`src/rtl/scroll_addr_pkg.sv`:
```
package scroll_addr_pkg;
   // Address width is fixed by the field layout that the raster reloads decode
   localparam int unsigned VA_W = 15;
   typedef logic [VA_W-1:0] vaddr_t;

   // coarse X (4:0) and horizontal nametable bit (10)
   localparam vaddr_t HORIZ_MASK = 15'h041F;
   // coarse Y (9:5), vertical nametable bit (11), fine Y (14:12)
   localparam vaddr_t VERT_MASK  = 15'h7BE0;
endpackage

```
`src/rtl/scroll_cpu_port.sv`:
```
module scroll_cpu_port
   import scroll_addr_pkg::*;
#(
   parameter int unsigned SEL_W      = 3,
   parameter int unsigned SEL_CTRL   = 0,
   parameter int unsigned SEL_STATUS = 2,
   parameter int unsigned SEL_ADDR   = 6,
   parameter int unsigned SEL_DATA   = 7
) (
   input  logic             clk,
   input  logic             rst_n,
   input  logic             wr,
   input  logic             rd,
   input  logic [SEL_W-1:0] sel,
   input  logic [7:0]       wdata,
   output vaddr_t           t_q,
   output logic             step_q,
   output logic             load_v,
   output vaddr_t           load_val,
   output logic             inc_v
);
   localparam logic [SEL_W-1:0] S_CTRL = SEL_W'(SEL_CTRL);
   localparam logic [SEL_W-1:0] S_STAT = SEL_W'(SEL_STATUS);
   localparam logic [SEL_W-1:0] S_ADDR = SEL_W'(SEL_ADDR);
   localparam logic [SEL_W-1:0] S_DATA = SEL_W'(SEL_DATA);

   vaddr_t t_d;
   logic   step_d, tog_q, tog_d;

   always_comb begin
      t_d    = t_q;
      step_d = step_q;
      tog_d  = tog_q;
      load_v = 1'b0;
      inc_v  = 1'b0;
      if (wr && sel == S_CTRL) begin
         t_d[11:10] = wdata[1:0];
         step_d     = wdata[2];
      end
      if (wr && sel == S_ADDR) begin
         if (!tog_q) begin
            t_d[14:8] = {1'b0, wdata[5:0]};
         end else begin
            t_d[7:0] = wdata;
            load_v   = 1'b1;
         end
         tog_d = ~tog_q;
      end
      if ((wr || rd) && sel == S_DATA) inc_v = 1'b1;
      if (rd && sel == S_STAT) tog_d = 1'b0;
   end

   assign load_val = t_d;

   always_ff @(posedge clk) begin
      if (!rst_n) begin
         t_q    <= '0;
         step_q <= 1'b0;
         tog_q  <= 1'b0;
      end else begin
         t_q    <= t_d;
         step_q <= step_d;
         tog_q  <= tog_d;
      end
   end

   AST_CTRL_NT_ONLY: assert property (@(posedge clk) disable iff (!rst_n)
      (wr && sel == S_CTRL) |=> (t_q[11:10] == $past(wdata[1:0]) &&
                                 t_q[9:0] == $past(t_q[9:0]) &&
                                 t_q[14:12] == $past(t_q[14:12])));
   AST_FIRST_WR: assert property (@(posedge clk) disable iff (!rst_n)
      (wr && sel == S_ADDR && !tog_q) |=> (t_q[13:8] == $past(wdata[5:0]) &&
                                           !t_q[14] && tog_q));
   AST_TOGGLE_FLIP: assert property (@(posedge clk) disable iff (!rst_n)
      (wr && sel == S_ADDR) |=> (tog_q != $past(tog_q)));
   AST_STATUS_CLEARS: assert property (@(posedge clk) disable iff (!rst_n)
      (rd && sel == S_STAT && !wr) |=> !tog_q);
endmodule

```
`src/rtl/scroll_reload_gate.sv`:
```
module scroll_reload_gate #(
   parameter bit GATE_ON_RENDER = 1'b1
) (
   input  logic render_en,
   input  logic hblank_stb,
   input  logic presync_stb,
   input  logic cpu_busy,
   output logic h_reload,
   output logic v_reload
);
   logic allow;
   generate
      if (GATE_ON_RENDER) begin : g_gated
         assign allow = render_en && !cpu_busy;
      end else begin : g_free
         assign allow = !cpu_busy;
      end
   endgenerate

   assign h_reload = hblank_stb  && allow;
   assign v_reload = presync_stb && allow;
endmodule

```
`src/rtl/scroll_vaddr_reg.sv`:
```
module scroll_vaddr_reg
   import scroll_addr_pkg::*;
#(
   parameter int unsigned ROW_STEP = 32
) (
   input  logic   clk,
   input  logic   rst_n,
   input  vaddr_t t_q,
   input  logic   step_q,
   input  logic   load_v,
   input  vaddr_t load_val,
   input  logic   inc_v,
   input  logic   h_reload,
   input  logic   v_reload,
   output vaddr_t v_q
);
   localparam vaddr_t STEP_ROW = vaddr_t'(ROW_STEP);
   localparam vaddr_t STEP_COL = vaddr_t'(1);

   vaddr_t v_d, step_amt;
   assign step_amt = step_q ? STEP_ROW : STEP_COL;

   always_comb begin
      v_d = v_q;
      if (load_v) begin
         v_d = load_val;
      end else if (inc_v) begin
         v_d = v_q + step_amt;
      end else begin
         if (h_reload) v_d = (v_d & ~HORIZ_MASK) | (t_q & HORIZ_MASK);
         if (v_reload) v_d = (v_d & ~VERT_MASK)  | (t_q & VERT_MASK);
      end
   end

   always_ff @(posedge clk) begin
      if (!rst_n) v_q <= '0;
      else        v_q <= v_d;
   end

   AST_INC_STEP: assert property (@(posedge clk) disable iff (!rst_n)
      (inc_v && !load_v) |=> (v_q - $past(v_q) == ($past(step_q) ? STEP_ROW : STEP_COL)));
   AST_LOAD_PAIR: assert property (@(posedge clk) disable iff (!rst_n)
      load_v |=> (v_q == t_q));
   AST_H_RELOAD: assert property (@(posedge clk) disable iff (!rst_n)
      (h_reload && !v_reload && !load_v && !inc_v) |=>
         ((v_q & HORIZ_MASK) == ($past(t_q) & HORIZ_MASK) &&
          (v_q & ~HORIZ_MASK) == ($past(v_q) & ~HORIZ_MASK)));
   AST_V_RELOAD: assert property (@(posedge clk) disable iff (!rst_n)
      (v_reload && !h_reload && !load_v && !inc_v) |=>
         ((v_q & VERT_MASK) == ($past(t_q) & VERT_MASK) &&
          (v_q & ~VERT_MASK) == ($past(v_q) & ~VERT_MASK)));
endmodule

```
`src/rtl/scroll_addr_unit.sv`:
```
module scroll_addr_unit
   import scroll_addr_pkg::*;
#(
   parameter int unsigned SEL_W          = 3,
   parameter int unsigned SEL_CTRL       = 0,
   parameter int unsigned SEL_STATUS     = 2,
   parameter int unsigned SEL_ADDR       = 6,
   parameter int unsigned SEL_DATA       = 7,
   parameter int unsigned OUT_W          = 14,
   parameter int unsigned ROW_STEP       = 32,
   parameter bit          GATE_ON_RENDER = 1'b1
) (
   input  logic             clk,
   input  logic             rst_n,
   input  logic             cpu_wr,
   input  logic             cpu_rd,
   input  logic [SEL_W-1:0] cpu_sel,
   input  logic [7:0]       cpu_wdata,
   input  logic             render_en,
   input  logic             hblank_stb,
   input  logic             presync_stb,
   output logic [OUT_W-1:0] vram_addr,
   output logic [14:0]      live_v
);
   localparam int unsigned SEL_SPAN = 1 << SEL_W;

   generate
      if (OUT_W > VA_W || OUT_W == 0) begin : g_bad_out
         $error("OUT_W must be between 1 and the address width");
      end
      if (SEL_CTRL >= SEL_SPAN || SEL_STATUS >= SEL_SPAN ||
          SEL_ADDR >= SEL_SPAN || SEL_DATA >= SEL_SPAN) begin : g_bad_sel
         $error("register select does not fit SEL_W");
      end
      if (SEL_CTRL == SEL_ADDR || SEL_CTRL == SEL_DATA || SEL_ADDR == SEL_DATA ||
          SEL_STATUS == SEL_CTRL || SEL_STATUS == SEL_ADDR) begin : g_bad_map
         $error("register selects must be distinct");
      end
      if (ROW_STEP == 0 || ROW_STEP >= (1 << VA_W)) begin : g_bad_step
         $error("ROW_STEP out of range");
      end
   endgenerate

   vaddr_t t_q, load_val, v_q;
   logic   step_q, load_v, inc_v, h_reload, v_reload;

   scroll_cpu_port #(
      .SEL_W(SEL_W), .SEL_CTRL(SEL_CTRL), .SEL_STATUS(SEL_STATUS),
      .SEL_ADDR(SEL_ADDR), .SEL_DATA(SEL_DATA)
   ) u_port (
      .clk(clk), .rst_n(rst_n), .wr(cpu_wr), .rd(cpu_rd), .sel(cpu_sel),
      .wdata(cpu_wdata), .t_q(t_q), .step_q(step_q), .load_v(load_v),
      .load_val(load_val), .inc_v(inc_v)
   );

   scroll_reload_gate #(.GATE_ON_RENDER(GATE_ON_RENDER)) u_gate (
      .render_en(render_en), .hblank_stb(hblank_stb), .presync_stb(presync_stb),
      .cpu_busy(load_v | inc_v), .h_reload(h_reload), .v_reload(v_reload)
   );

   scroll_vaddr_reg #(.ROW_STEP(ROW_STEP)) u_vreg (
      .clk(clk), .rst_n(rst_n), .t_q(t_q), .step_q(step_q), .load_v(load_v),
      .load_val(load_val), .inc_v(inc_v), .h_reload(h_reload),
      .v_reload(v_reload), .v_q(v_q)
   );

   assign live_v    = v_q;
   assign vram_addr = v_q[OUT_W-1:0];

   AST_IDLE_HOLD: assert property (@(posedge clk) disable iff (!rst_n)
      (!render_en && !load_v && !inc_v) |=> $stable(live_v));
   AST_CPU_WINS: assert property (@(posedge clk) disable iff (!rst_n)
      (load_v && (hblank_stb || presync_stb)) |=> (live_v == $past(load_val)));
   AST_OUT_SLICE: assert property (@(posedge clk) disable iff (!rst_n)
      vram_addr == live_v[OUT_W-1:0]);
endmodule

```
`config.mk`:
```
export PLATFORM = sky130hd
export DESIGN_NAME = scroll_addr_unit
export DESIGN_NICKNAME = d
export VERILOG_FILES = /design/src/rtl/scroll_addr_pkg.sv /design/src/rtl/scroll_cpu_port.sv /design/src/rtl/scroll_reload_gate.sv /design/src/rtl/scroll_vaddr_reg.sv /design/src/rtl/scroll_addr_unit.sv
export SDC_FILE = /design/constraint.sdc
export NUM_CORES = 1
export LEC_CHECK = 0
export CAP_MARGIN = 30
export CORE_AREA = 5 5 72 74
export CTS_BUF_LIST = sky130_fd_sc_hd__clkbuf_8
export DETAILED_ROUTE_END_ITERATION = 12
export DIE_AREA = 0 0 77 79
export GPL_ROUTABILITY_DRIVEN = 1
export PLACE_DENSITY = 0.82
export SYNTH_ARGS = -nofsm -noshare
export SYNTH_HDL_FRONTEND = slang
export SYNTH_HIERARCHICAL = 1
export SYNTH_SLANG_ARGS = --single-unit
export TNS_END_PERCENT = 30
```
`constraint.sdc`:
```
create_clock -name clk -period 3 [get_ports clk]
set_input_delay 0.6 -clock clk [delete_from_list [all_inputs] [get_ports clk]]
set_output_delay 0.6 -clock clk [all_outputs]
set_load 0.005 [all_outputs]
```
==> flow_summary.yaml <==
critical_path:
  cp_cell_sequence: "clkdlybuf4s50_1, and4b_1, nand2_1, inv_1, or2_1, and3b_1, buf_4, mux2i_1, nand3_1, o211ai_1, a31oi_1"
  cp-startpoint: "cpu_sel[0]"
  cpLargestDelayFamily: "simple AND/OR/NAND/NOR gates"
  crit_slowest_cell: "clkdlybuf4s50_1"
  cpPeakStageDelay_ns: 0.58
  cp-end-kind: "register"
  critPathRequiredTime_ns: 3.16
  crit_buf_inv: 3
  cp_max_fo: 10
  cp.arrival_ns: 2.75
  critPathLaunchType: "input port"
  crit_type: "in2reg"
  r2r-start: "u_port/step_q$_SDFFE_PN0P_"
synth:
  yosysMostFrequentCell: "nand2_1"
  async_flop_share_pct: 0
  synth_ff_type: "dfxtp_1"
  synth_area_leaders: "dfxtp_1 31%, nand2_1 6.3%, mux2i_1 6.3%, buf_4 5.4%, a21oi_1 5.3%"
  syn_nets: 289
  synth_simple_gate_area_share_pct: 24.3
  synthTopCellsByCount: "35 x nand2_1, 32 x dfxtp_1, 22 x a21oi_1"
  synth_seq_cells: 32
  yosys.area_share.adder_pct: 1.81
  synth_top_area_share_pct: 30.9
  ys_warn_count: 6
  yosys-mux-area-fraction_pct: 6.82
  ys_seq_area_share_pct: 30.9
  netlist_area_um2: 2070
  synthDistinctLibCells: 50
  synth_edf_count: 0
  synth_xor_area_share_pct: 2.54
  synth-compound-area-share_pct: 24.0
  synth_area_per_cell_um2: 7.73
  synth_top_family_by_area: "simple AND/OR/NAND/NOR gates"
  synth.largest_area_cell: "dfxtp_1"
  synth_cells: 268
timing:
  max_slew.worst_pin.slew_ns: 0.540
  finalSetupTns_ns: 0
  finalHoldViolCount: 0
  period_share_pct: 86.1
  rsz0062_at_grt: "no"
  clock_skew_ns: 0.00614
  slew_violations: 0
  clock.fmax_mhz: 387
  min_period_ns: 2.58
  hold_ws_ns: 0.517
  setup_viol: 0
  relSlewSlack_pct: 64.0
cells_and_area:
  layout.nets: 321
  diodes: 0
  fin_area_um2: 2580
  fin_cells: 355
  drive_above_1_share_pct: 7.31
  areaGrowthSynthToFinish_pct: 24.5
detailed_routing:
  ant_nets: 0
  vias: 2106
  drt_iter0_markers: 291
  avgViaCountPerCell: 5.93
  wl_per_cell_um: 15.9
  drt-pass1-iter-count: 5
  drcViolationCount: 0
  routed_wl_mm: 5.64
grt:
  overflow: 0
  grt_pass1_vias: 1846
  antenna_found_initial: 0
  grtUsageTotal_pct: 17.9
  grt_pass1_wl_mm: 8.91
  grt_max_degree: 24
floorplanning:
  fp.dieW_um: 77
  die_h_um: 79
  start_util_pct: 45.7
  core_area_um2: 4540
  fp-row-count: 25
  dieArea_um2: 6080
  io_pins: 47
worst_hold_path:
  min_path_type: "reg2reg"
  hold_start: "u_port/t_q[7]$_SDFF_PN0_"
clock_network:
  cts_resized: 0
  clock_path_buffers: 2
  post_cts_buffers: 0
  htreeDepth: 2
  clk_pin_slew_ns: 0.07
  clk_latency_ns: 0.29
  cts_buffers: 5
  cts_tree: "yes"
  cts_hold_buf: 0
  root_buffer: "clkbuf_8"
  clock-sinks: 32
power_and_ir_drop:
  p_leak_nw: 1.00
  power_density_nw_per_um2: 367
  p_total_uw: 947
  peakVddDrop_mv: 0.192
placement:
  place_area_um2: 2490
  dp_hpwl_mm: 4.12
  gp_congestion: 0.868
  dp_cells: 347
  portBuffers: 46
flow_run:
  drv_cap: 0
status:
  run_status: "complete, no violations"
==> final cells by class <==
cell class              instances  area (um^2)
inverters                       8         30.0
repair buffers                 54          520
well taps                      54         67.6
flip-flops and latches         32          641
multi-input cells             199         1230
clock inverters                 2         7.51
clock buffers                   6         82.6
fillers                       412         1960
==> per-layer routing <==
metal  global-route usage (%)  vias up  part of all wire (%)
met5                        0        -                     0
met4                     7.73        0                   2.0
met3                     3.17       12                   7.7
met2                     28.7       87                    49
met1                     23.6      991                    42
li1                         -     1016                     -
==> report_power, final <==
group,switching (mW),internal (mW)
sequential,0.0149,0.437
clock,0.161,0.180
combinational,0.0722,0.0818
==> cells in the final DEF, fill, tap and decap left out, drive strengths merged, types with 4 or more instances in the layout <==
| cell type | synthesis | final |
|---|---|---|
| clkdlybuf4s50 | 0 | 46 |
| nand2 | 36 | 36 |
| dfxtp | 32 | 32 |
| o21ai | 25 | 25 |
| a21oi | 22 | 22 |
| nand3 | 21 | 21 |
| nor2 | 15 | 15 |
| mux2i | 13 | 13 |
| inv | 8 | 10 |
| buf | 19 | 8 |
| clkbuf | 10 | 6 |
| a31oi | 6 | 6 |
| a211oi | 5 | 5 |
| nor3 | 5 | 5 |
| o211ai | 4 | 4 |
==> worst reg2reg max path: stages, from the launching register on <==
cell	delay [ns]
dfxtp_1	0.40
inv_1	0.07
ha_1	0.22
ha_1	0.22
and3_1	0.23
a31oi_2	0.46
xnor2_1	0.18
nor2_1	0.05
o41ai_1	0.29
==> flip-flops by register name (all words and copies together), names as in the netlist <==
signal and cells:
u_port/tog_q 1, u_port/step_q 1, u_vreg/v_q 15, u_port/t_q 15
==> per-stage QoR <==
step / utilization, % / worst slack [ns]
after floorplan: - / 0.638
after global placement: 54.9 / 0.196
after detailed placement: 54.9 / 0.149
after CTS: 56.9 / 0.450
after global routing: 56.9 / 0.279
final: 56.9 / 0.418
==> cells by family after synthesis <==
| group | Yosys count |
|---|---|
| mux | 14 |
| simple gates | 99 |
| fa+ha+maj | 3 |
| buf+inv | 37 |
| xor+xnor | 6 |
| flops | 32 |
| compound gates | 77 |
==> worst paths after layout <==
check	end	slack, ns	depth (start not counted)
worst max-delay path	u_vreg/v_q[7]$_SDFFE_PN0P_	0.42	11
worst min-delay path	u_port/t_q[7]$_SDFF_PN0_	0.52	2
worst max register to register	u_vreg/v_q[6]$_SDFFE_PN0P_	0.77	8
worst min register to register	u_port/t_q[7]$_SDFF_PN0_	0.52	2
(Power assumes the default switching activity.)
